**src/rtl/spi_presc_pkg.sv**
```systemverilog
package spi_presc_pkg;
  localparam int unsigned PreW  = 4;
  localparam int unsigned PostW = 4;
  localparam int unsigned BinW  = (1 << PostW) - 1;

  typedef struct packed {
    logic [PreW-1:0]  pre;
    logic [PostW-1:0] post;
    logic             idle_pol;
  } presc_cfg_t;
endpackage

```
**src/rtl/presc_lin_stage.sv**
```systemverilog
module presc_lin_stage #(
  parameter int unsigned W = 4
) (
  input  logic         clk_i,
  input  logic         rst_ni,
  input  logic         run_i,
  input  logic [W-1:0] div_i,
  output logic         en_o
);
  logic [W-1:0] cnt_q;

  always_ff @(posedge clk_i or negedge rst_ni) begin
    if (!rst_ni)              cnt_q <= '0;
    else if (!run_i)          cnt_q <= '0;
    else if (cnt_q == '0)     cnt_q <= div_i;
    else                      cnt_q <= cnt_q - 1'b1;
  end

  assign en_o = run_i && (cnt_q == '0);
endmodule

```
**src/rtl/presc_bin_stage.sv**
```systemverilog
module presc_bin_stage #(
  parameter int unsigned SW = 4,
  parameter int unsigned CW = 15
) (
  input  logic          clk_i,
  input  logic          rst_ni,
  input  logic          run_i,
  input  logic          en_i,
  input  logic [SW-1:0] sel_i,
  output logic          hit_o
);
  logic [CW-1:0] cnt_q;
  logic [CW-1:0] mask;

  for (genvar i = 0; i < CW; i++) begin : g_mask
    assign mask[i] = (sel_i > SW'(i));
  end

  always_ff @(posedge clk_i or negedge rst_ni) begin
    if (!rst_ni)      cnt_q <= '0;
    else if (!run_i)  cnt_q <= '0;
    else if (en_i)    cnt_q <= cnt_q + 1'b1;
  end

  assign hit_o = en_i && ((cnt_q & mask) == mask);
endmodule

```
**src/rtl/spi_sclk_prescaler.sv**
```systemverilog
module spi_sclk_prescaler
  import spi_presc_pkg::*;
(
  input  logic             clk_i,
  input  logic             rst_ni,
  input  logic             run_i,
  input  logic [PreW-1:0]  pre_i,
  input  logic [PostW-1:0] post_i,
  input  logic             idle_pol_i,
  output logic             tick_o,
  output logic             sclk_o
);
  presc_cfg_t cfg_q;
  logic       lin_en, bin_hit;
  logic       tick_q, sclk_q;

  // settings load only while idle
  always_ff @(posedge clk_i or negedge rst_ni) begin
    if (!rst_ni)     cfg_q <= '0;
    else if (!run_i) cfg_q <= '{pre: pre_i, post: post_i, idle_pol: idle_pol_i};
  end

  presc_lin_stage #(.W(PreW)) u_lin (
    .clk_i  (clk_i),
    .rst_ni (rst_ni),
    .run_i  (run_i),
    .div_i  (cfg_q.pre),
    .en_o   (lin_en)
  );

  presc_bin_stage #(.SW(PostW), .CW(BinW)) u_bin (
    .clk_i  (clk_i),
    .rst_ni (rst_ni),
    .run_i  (run_i),
    .en_i   (lin_en),
    .sel_i  (cfg_q.post),
    .hit_o  (bin_hit)
  );

  always_ff @(posedge clk_i or negedge rst_ni) begin
    if (!rst_ni) begin
      tick_q <= 1'b0;
      sclk_q <= 1'b0;
    end else if (!run_i) begin
      tick_q <= 1'b0;
      sclk_q <= idle_pol_i;
    end else begin
      tick_q <= bin_hit;
      if (bin_hit) sclk_q <= ~sclk_q;
    end
  end

  assign tick_o = tick_q;
  assign sclk_o = sclk_q;
endmodule

```
**config.mk**
```make
export PLATFORM = sky130hd
export DESIGN_NAME = spi_sclk_prescaler
export DESIGN_NICKNAME = d
export VERILOG_FILES = /design/src/rtl/spi_presc_pkg.sv /design/src/rtl/presc_lin_stage.sv /design/src/rtl/presc_bin_stage.sv /design/src/rtl/spi_sclk_prescaler.sv
export SDC_FILE = /design/constraint.sdc
export NUM_CORES = 1
export LEC_CHECK = 0
export ABC_AREA = 1
export BUFFER_PORTS_ARGS = -buffer_cell sky130_fd_sc_hd__buf_2
export CORE_ASPECT_RATIO = 1.75
export CORE_MARGIN = 4
export CORE_UTILIZATION = 40
export DETAILED_ROUTE_END_ITERATION = 10
export PLACE_DENSITY = 0.59
export SLEW_MARGIN = 10
export SYNTH_ARGS = -nofsm -noshare
export SYNTH_HDL_FRONTEND = slang
export SYNTH_HIERARCHICAL = 1
export SYNTH_SLANG_ARGS = --single-unit
```
**constraint.sdc**
```tcl
create_clock -name clk_i -period 2.25 [get_ports clk_i]
set_clock_uncertainty 0.15 [all_clocks]
set_input_delay 0.1125 -clock clk_i [delete_from_list [all_inputs] [get_ports clk_i]]
set_output_delay 0.1125 -clock clk_i [all_outputs]
set_load 0.02 [all_outputs]
```
==> results.cfg, run 1 <==
[outcome]
status = finished clean

[clock_tree]
clk_path_buf_depth = 2
clk_pin_slew_ns = 0.06
worst_skew_pair.late_latency_ns = 0.27
root_buffer = clkbuf_8
cts_buffers = 5
cts-htree-levels = 2
cts_tree = yes
cts.sinks = 29

[synthesis]
yosysTopAreaCellShare_pct = 43.6
synth_enable_flop_cells = 0
ys_seq_area_share_pct = 43.6
syn-instance-count = 237
mappedNetlistArea_sq_um = 1670
synth_seq_cells = 29
synth_area_leader_cell = dfrtp_1
synth_nets = 252
avgSynthCellArea_sq_um = 7.03
synth_warnings = 6
netlist_top_cells_area = dfrtp_1 (44%), nand2_1 (18%), inv_1 (7.2%), nor2_1 (6.8%), nand3_1 (4.2%)
synthFlopType = dfrtp_1
synth_cell_types = 20
postSynth.asyncResetShare_pct = 100

[global_routing]
grt_pass1_wl_microns = 6710
grt_pass1_vias = 1503
met2_usage_pct = 32.5
grt_usage_pct = 16.4
use_met1_pct = 15.8
grt_start_max_net_pins = 30
use_met3_pct = 2.90
overflow = 0
grt.busiest_layer = met2
antenna_found_initial = 0

[critical_path]
path_class = flop to flop
crit_slowest_cell = dfrtp_1
start_kind = flop
crit_fanout = 11
cp.required_ns = 2.26
endpoint_kind = flop
path_cells = inv_1 > ha_1 > nand3_2 > nor2_4 > inv_2 > nand2_4 > inv_1 > nor2_1 > nand2_1 > o21ai_0 > a21oi_1
critical_path.most_common_cell = inv_1
cp_slowest_stage_delay_ns = 0.37
arrival_ns = 2.00

[power]
finalPower_uw = 1430
ir_drop_mv = 0.400
powerDensity_nw_per_um2 = 728
switching_share_pct = 33.0
p_leak_uw = 0.000960
comb_power_share_pct = 26.6
clock_power_share_pct = 29.7
p_sw_uw = 472
seqPwrFrac_pct = 43.7
intPower_uw = 957

[placed_design]
dp.final_hpwl_microns = 2860
post-place-cells = 296
gp_congestion = 0.825
placed_cell_area_sq_um = 1770
io_buffers = 13

[routing]
num_vias = 1521
dr.pass1.iters = 4
viasPerCell = 4.86
drtIter0Drc = 37
drt_wl_total_microns = 3860
drc = 0
antenna_left = 0
routedWlPerCell_microns = 12.3

[sta]
fin_crit_sh_pct = 88.8
fmax_mhz = 501
fin_crit_ns = 2.00
hold_violations = 0
rsz0062_at_grt = no
timing.slew.headroom_pct = 56.5
worstMarginPinSlew_ns = 0.653
finalMaxSlewViolations = 0
tns_ns = 0
setup_viol = 0

[die]
die_w_microns = 56.8
start_util_pct = 42.3
core_area_sq_um = 3940
rows = 30
dieHeight_microns = 93.4
die-area_sq_um = 5300
ios = 14

[final_layout]
fin_nets = 280
layout_commonest_cell = nand2_1
seqCellArea_sq_um = 726
instances_no_fill = 313
fillers = 431
multi_input_area_sq_um = 787
antennaDiodeCount = 0
finalCoreUtilization_pct = 49.8
drive_above_1_share_pct = 11.7
area_delta_synth_final_pct = 17.9
final_cell_mix = nand2_1 (82), inv_1 (32), nor2_1 (30)
design_area_sq_um = 1960

[run]
maxCapViolations = 0

[min_path]
holdCritPathClass = input pin to flop
-- state kept, by name, indices dropped and copies added (netlist names) --
name	cells
cfg_q	8
sclk_o	1
tick_o	1
u_bin/cnt_q	15
u_lin/cnt_q	4
-- power by group through the flow --
| stage | logic (uW) | registers, uW | clock network, uW |
|---|---|---|---|
| after floorplan | 290 | 623 | 0 |
| after global placement | 360 | 634 | 0 |
| after detailed placement | 366 | 634 | 0 |
| after CTS | 382 | 625 | 440 |
| after global routing | 452 | 634 | 465 |
| final | 380 | 625 | 424 |
-- stage by stage --
step	worst slack, ns	hold slack (ns)
detailed placement	0.185	0.0398
global route	0.0577	0.156
floorplan	0.467	-0.333
CTS	0.166	0.108
global placement	0.250	0.0341
finish	0.252	0.124
-- what timing repair did --
action / CTS / global route
gates resized for setup: 0 / 1
buffers inserted: 0 / 0
setup endpoints to repair: 0 / 2
hold endpoints to repair: 38 / 0
hold buffers: 10 / 0
-- layout make-up --
class,count,share of cell area [%]
Clock buffer,7,4.40
Sequential cell,29,37.0
Tap cell,48,3.06
Inverter,35,6.69
Timing Repair Buffer,24,8.80
Multi-Input combinational cell,170,40.1
-- cell usage after synthesis (3+ instances only) --
master,number
inv_2,3
nor3_1,7
a21oi_1,8
nor2_1,30
o21ai_0,12
nand4_1,3
nand2_1,82
dfrtp_1,29
nand3_1,14
ha_1,3
inv_1,32
nand3_2,3
-- routing by layer --
layer | up-vias | routed length [microns]
met3 | 7 | 118
met5 | - | 0
li1 | 788 | -
met2 | 29 | 2200
met4 | 0 | 91
met1 | 697 | 1450
-- worst max-delay path: cells and delay by family (launching register included) --
| family | cells | cell delay (ns) |
|---|---|---|
| compound gates | 2 | 0.20 |
| fa+ha+maj | 1 | 0.22 |
| buf+inv | 3 | 0.29 |
| flops | 1 | 0.37 |
| simple gates | 5 | 0.66 |
-- final timing paths --
kind	depth (start not counted)	slack, ns	end	startpoint
setup reg to reg	11	0.25	u_bin/cnt_q[8]$_DFFE_PN0P_	u_lin/cnt_q[0]$_DFF_PN0_
min in group asynchronous	2	0.25	tick_o$_DFF_PN0_	rst_ni
setup / recovery	11	0.25	u_bin/cnt_q[8]$_DFFE_PN0P_	u_lin/cnt_q[0]$_DFF_PN0_
hold reg to reg	1	0.30	u_lin/cnt_q[0]$_DFF_PN0_	u_lin/cnt_q[0]$_DFF_PN0_
hold / removal	5	0.12	u_lin/cnt_q[3]$_DFF_PN0_	run_i
max in group asynchronous	2	1.27	u_lin/cnt_q[3]$_DFF_PN0_	rst_ni
-- cells by family (layout without fill, tap and decap cells) --
family / after synthesis / after routing / synth area share [%]
AO/OA/AOI/OAI: 22 / 22 / 6.61
adder cells (fa/ha/maj): 3 / 3 / 2.25
buffers and inverters: 38 / 66 / 9.47
flip-flops: 29 / 29 / 43.6
AND/OR/NAND/NOR: 145 / 145 / 38.1
(Power assumes the default switching activity.)
==> run 2, diff against run 1 <==
CORE_ASPECT_RATIO = not set   (was 1.75)
==> run 2 against run 1 <==
  * Clock-buffer cell count is the same
  * Combinational power is essentially flat
  * Maximum frequency grew 0.74%
  * Via count shrank 2.8%
  * Critical path depth grew 1
  * Sequential power is essentially flat
  * Worst setup slack gained 0.015 ns
  * Clock power grew 2%
  * Hold slack gained 0.12 ns
==> results.cfg, run 2 (synthesis gave the netlist of run 1 again) <==
[placed_design]
gp_congestion = 0.837
placed_cell_area_sq_um = 1780
io_buffers = 13
dp.final_hpwl_microns = 2480

[global_routing]
grt_start_max_net_pins = 30
overflow = 0
grt_usage_pct = 15.7
antenna_found_initial = 0
grt_pass1_vias = 1409
grt_pass1_wl_microns = 6420

[die]
die-area_sq_um = 5260
die_w_microns = 72.5
ios = 14
core_area_sq_um = 4000
rows = 23
start_util_pct = 41.6
dieHeight_microns = 72.5

[sta]
timing.slew.headroom_pct = 55.6
rsz0062_at_grt = no
worstMarginPinSlew_ns = 0.666
finalMaxSlewViolations = 0
fin_crit_sh_pct = 88.1
setup_viol = 0
tns_ns = 0
hold_violations = 0
fin_crit_ns = 1.98
fmax_mhz = 504

[clock_tree]
clk_path_buf_depth = 2
cts.repair.resized = 0
root_buffer = clkbuf_8
cts.sinks = 29
cts_tree = yes
clk_pin_slew_ns = 0.06
worst_skew_pair.late_latency_ns = 0.28
cts_buffers = 5
cts-htree-levels = 2

[power]
p_sw_uw = 468
intPower_uw = 965
clock_power_share_pct = 30.2
ir_drop_mv = 0.360
seqPwrFrac_pct = 43.4
p_leak_uw = 0.000967
switching_share_pct = 32.7
powerDensity_nw_per_um2 = 725
finalPower_uw = 1430
comb_power_share_pct = 26.4

[critical_path]
arrival_ns = 2.04
start_kind = flop
crit_fanout = 11
crit_start = u_lin/cnt_q[0]$_DFF_PN0_
cp.required_ns = 2.31
path_class = flop to flop
cp_slowest_stage_delay_ns = 0.37
path_cells = inv_1 > ha_1 > nand3_2 > nor2_4 > inv_2 > nand2_2 > inv_1 > nor2_1 > nand3_1 > nand2_1 > nand2_1 > nor2_1
r2r_start = u_lin/cnt_q[0]$_DFF_PN0_
crit_slowest_cell = dfrtp_1
timing.critical_path.max_delay_family = simple AND/OR/NAND/NOR gates
critPathBufInv = 3
endpoint_kind = flop

[final_layout]
fin_nets = 282
largest_register_ffs = 15
final_cell_mix = nand2_1 (82), inv_1 (32), nor2_1 (30)
seqCellArea_sq_um = 726
antennaDiodeCount = 0
design_area_sq_um = 1980
top_register = u_bin/cnt_q
area_delta_synth_final_pct = 18.8
drive_above_1_share_pct = 12.0
fillers = 400
layout_commonest_cell = nand2_1
largestRegisters = u_bin/cnt_q (15), cfg_q (8), u_lin/cnt_q (4)
multi_input_area_sq_um = 782

[min_path]
holdCritPathClass = input pin to async pin

[run]
maxCapViolations = 0

[outcome]
status = finished clean

[routing]
num_vias = 1479
viasPerCell = 4.67
antenna_left = 0
drtIter0Drc = 57
drc = 0
routedWlPerCell_microns = 11.1
dr.pass1.iters = 4
drt_wl_total_microns = 3520
[run 2: cell count changes in the layout (fill, tap and decap cells not counted)]
| cell | delta |
|---|---|
| buf_4 | +1 |
| dlygate4sd3_1 | +1 |
| nand2_2 | +1 |
| nand2_4 | -1 |
[run 2: final cells by class]
cell class / count / share of cell area, %
multi-input combinational: 170 / 39.5
sequential: 29 / 36.7
timing repair buffer: 26 / 9.61
inverter: 35 / 6.64
clock buffer: 7 / 4.36
tap: 50 / 3.16
[run 2: power groups by stage]
| stage | Sequential (uW) | Clock, uW | Combinational, uW |
|---|---|---|---|
| after detailed placement | 630 | 0 | 368 |
| final | 622 | 433 | 379 |
| after CTS | 623 | 448 | 382 |
| after global placement | 632 | 0 | 368 |
| after floorplan | 623 | 0 | 290 |
| after global routing | 631 | 476 | 440 |
[run 2: path summary, 6_finish.rpt]
check / end / slack [ns] / cells after the start
min reg2reg: u_lin/cnt_q[0]$_DFF_PN0_ / 0.31 / 1
min: u_bin/cnt_q[6]$_DFFE_PN0P_ / 0.25 / 2
max reg2reg: u_bin/cnt_q[12]$_DFFE_PN0P_ / 0.27 / 12
min in group clk_i: u_lin/cnt_q[0]$_DFF_PN0_ / 0.31 / 1
max in group asynchronous: cfg_q[8]$_DFFE_PN0N_ / 1.26 / 2
max: u_bin/cnt_q[12]$_DFFE_PN0P_ / 0.27 / 12
[run 2: metrics by stage]
| step | util [%] | hold slack, ns | instances | setup slack (ns) |
|---|---|---|---|---|
| after global placement | 44.5 | 0.0470 | 299 | 0.314 |
| after CTS | 49.5 | 0.269 | 317 | 0.262 |
| after detailed placement | 44.5 | 0.0387 | 299 | 0.274 |
| final | 49.5 | 0.249 | 317 | 0.267 |
| after floorplan | - | -0.333 | 237 | 0.467 |
| after global routing | 49.5 | 0.317 | 317 | 0.0743 |
[run 2: what timing repair did]
item                                   CTS  global route
buffers inserted                         0             0
endpoints found under the hold margin   39             0
hold buffers                            11             0
[run 2: worst reg2reg max path, cell delays in order (launching register included)]
cell and delay (ns):
dfrtp_1 0.37, inv_1 0.11, ha_1 0.22, nand3_2 0.12
nor2_4 0.12, inv_2 0.05, nand2_2 0.19, inv_1 0.12
nor2_1 0.14, nand3_1 0.12, nand2_1 0.07, nand2_1 0.04
nor2_1 0.09
[run 2: per-layer routing]
layer | wire length [microns] | up-vias | GRT usage [%]
li1 | - | 798 | -
met1 | 1740 | 650 | 20.7
met2 | 1550 | 27 | 23.8
met3 | 175 | 4 | 4.71
met4 | 47 | 0 | 6.35
met5 | 0 | - | 0
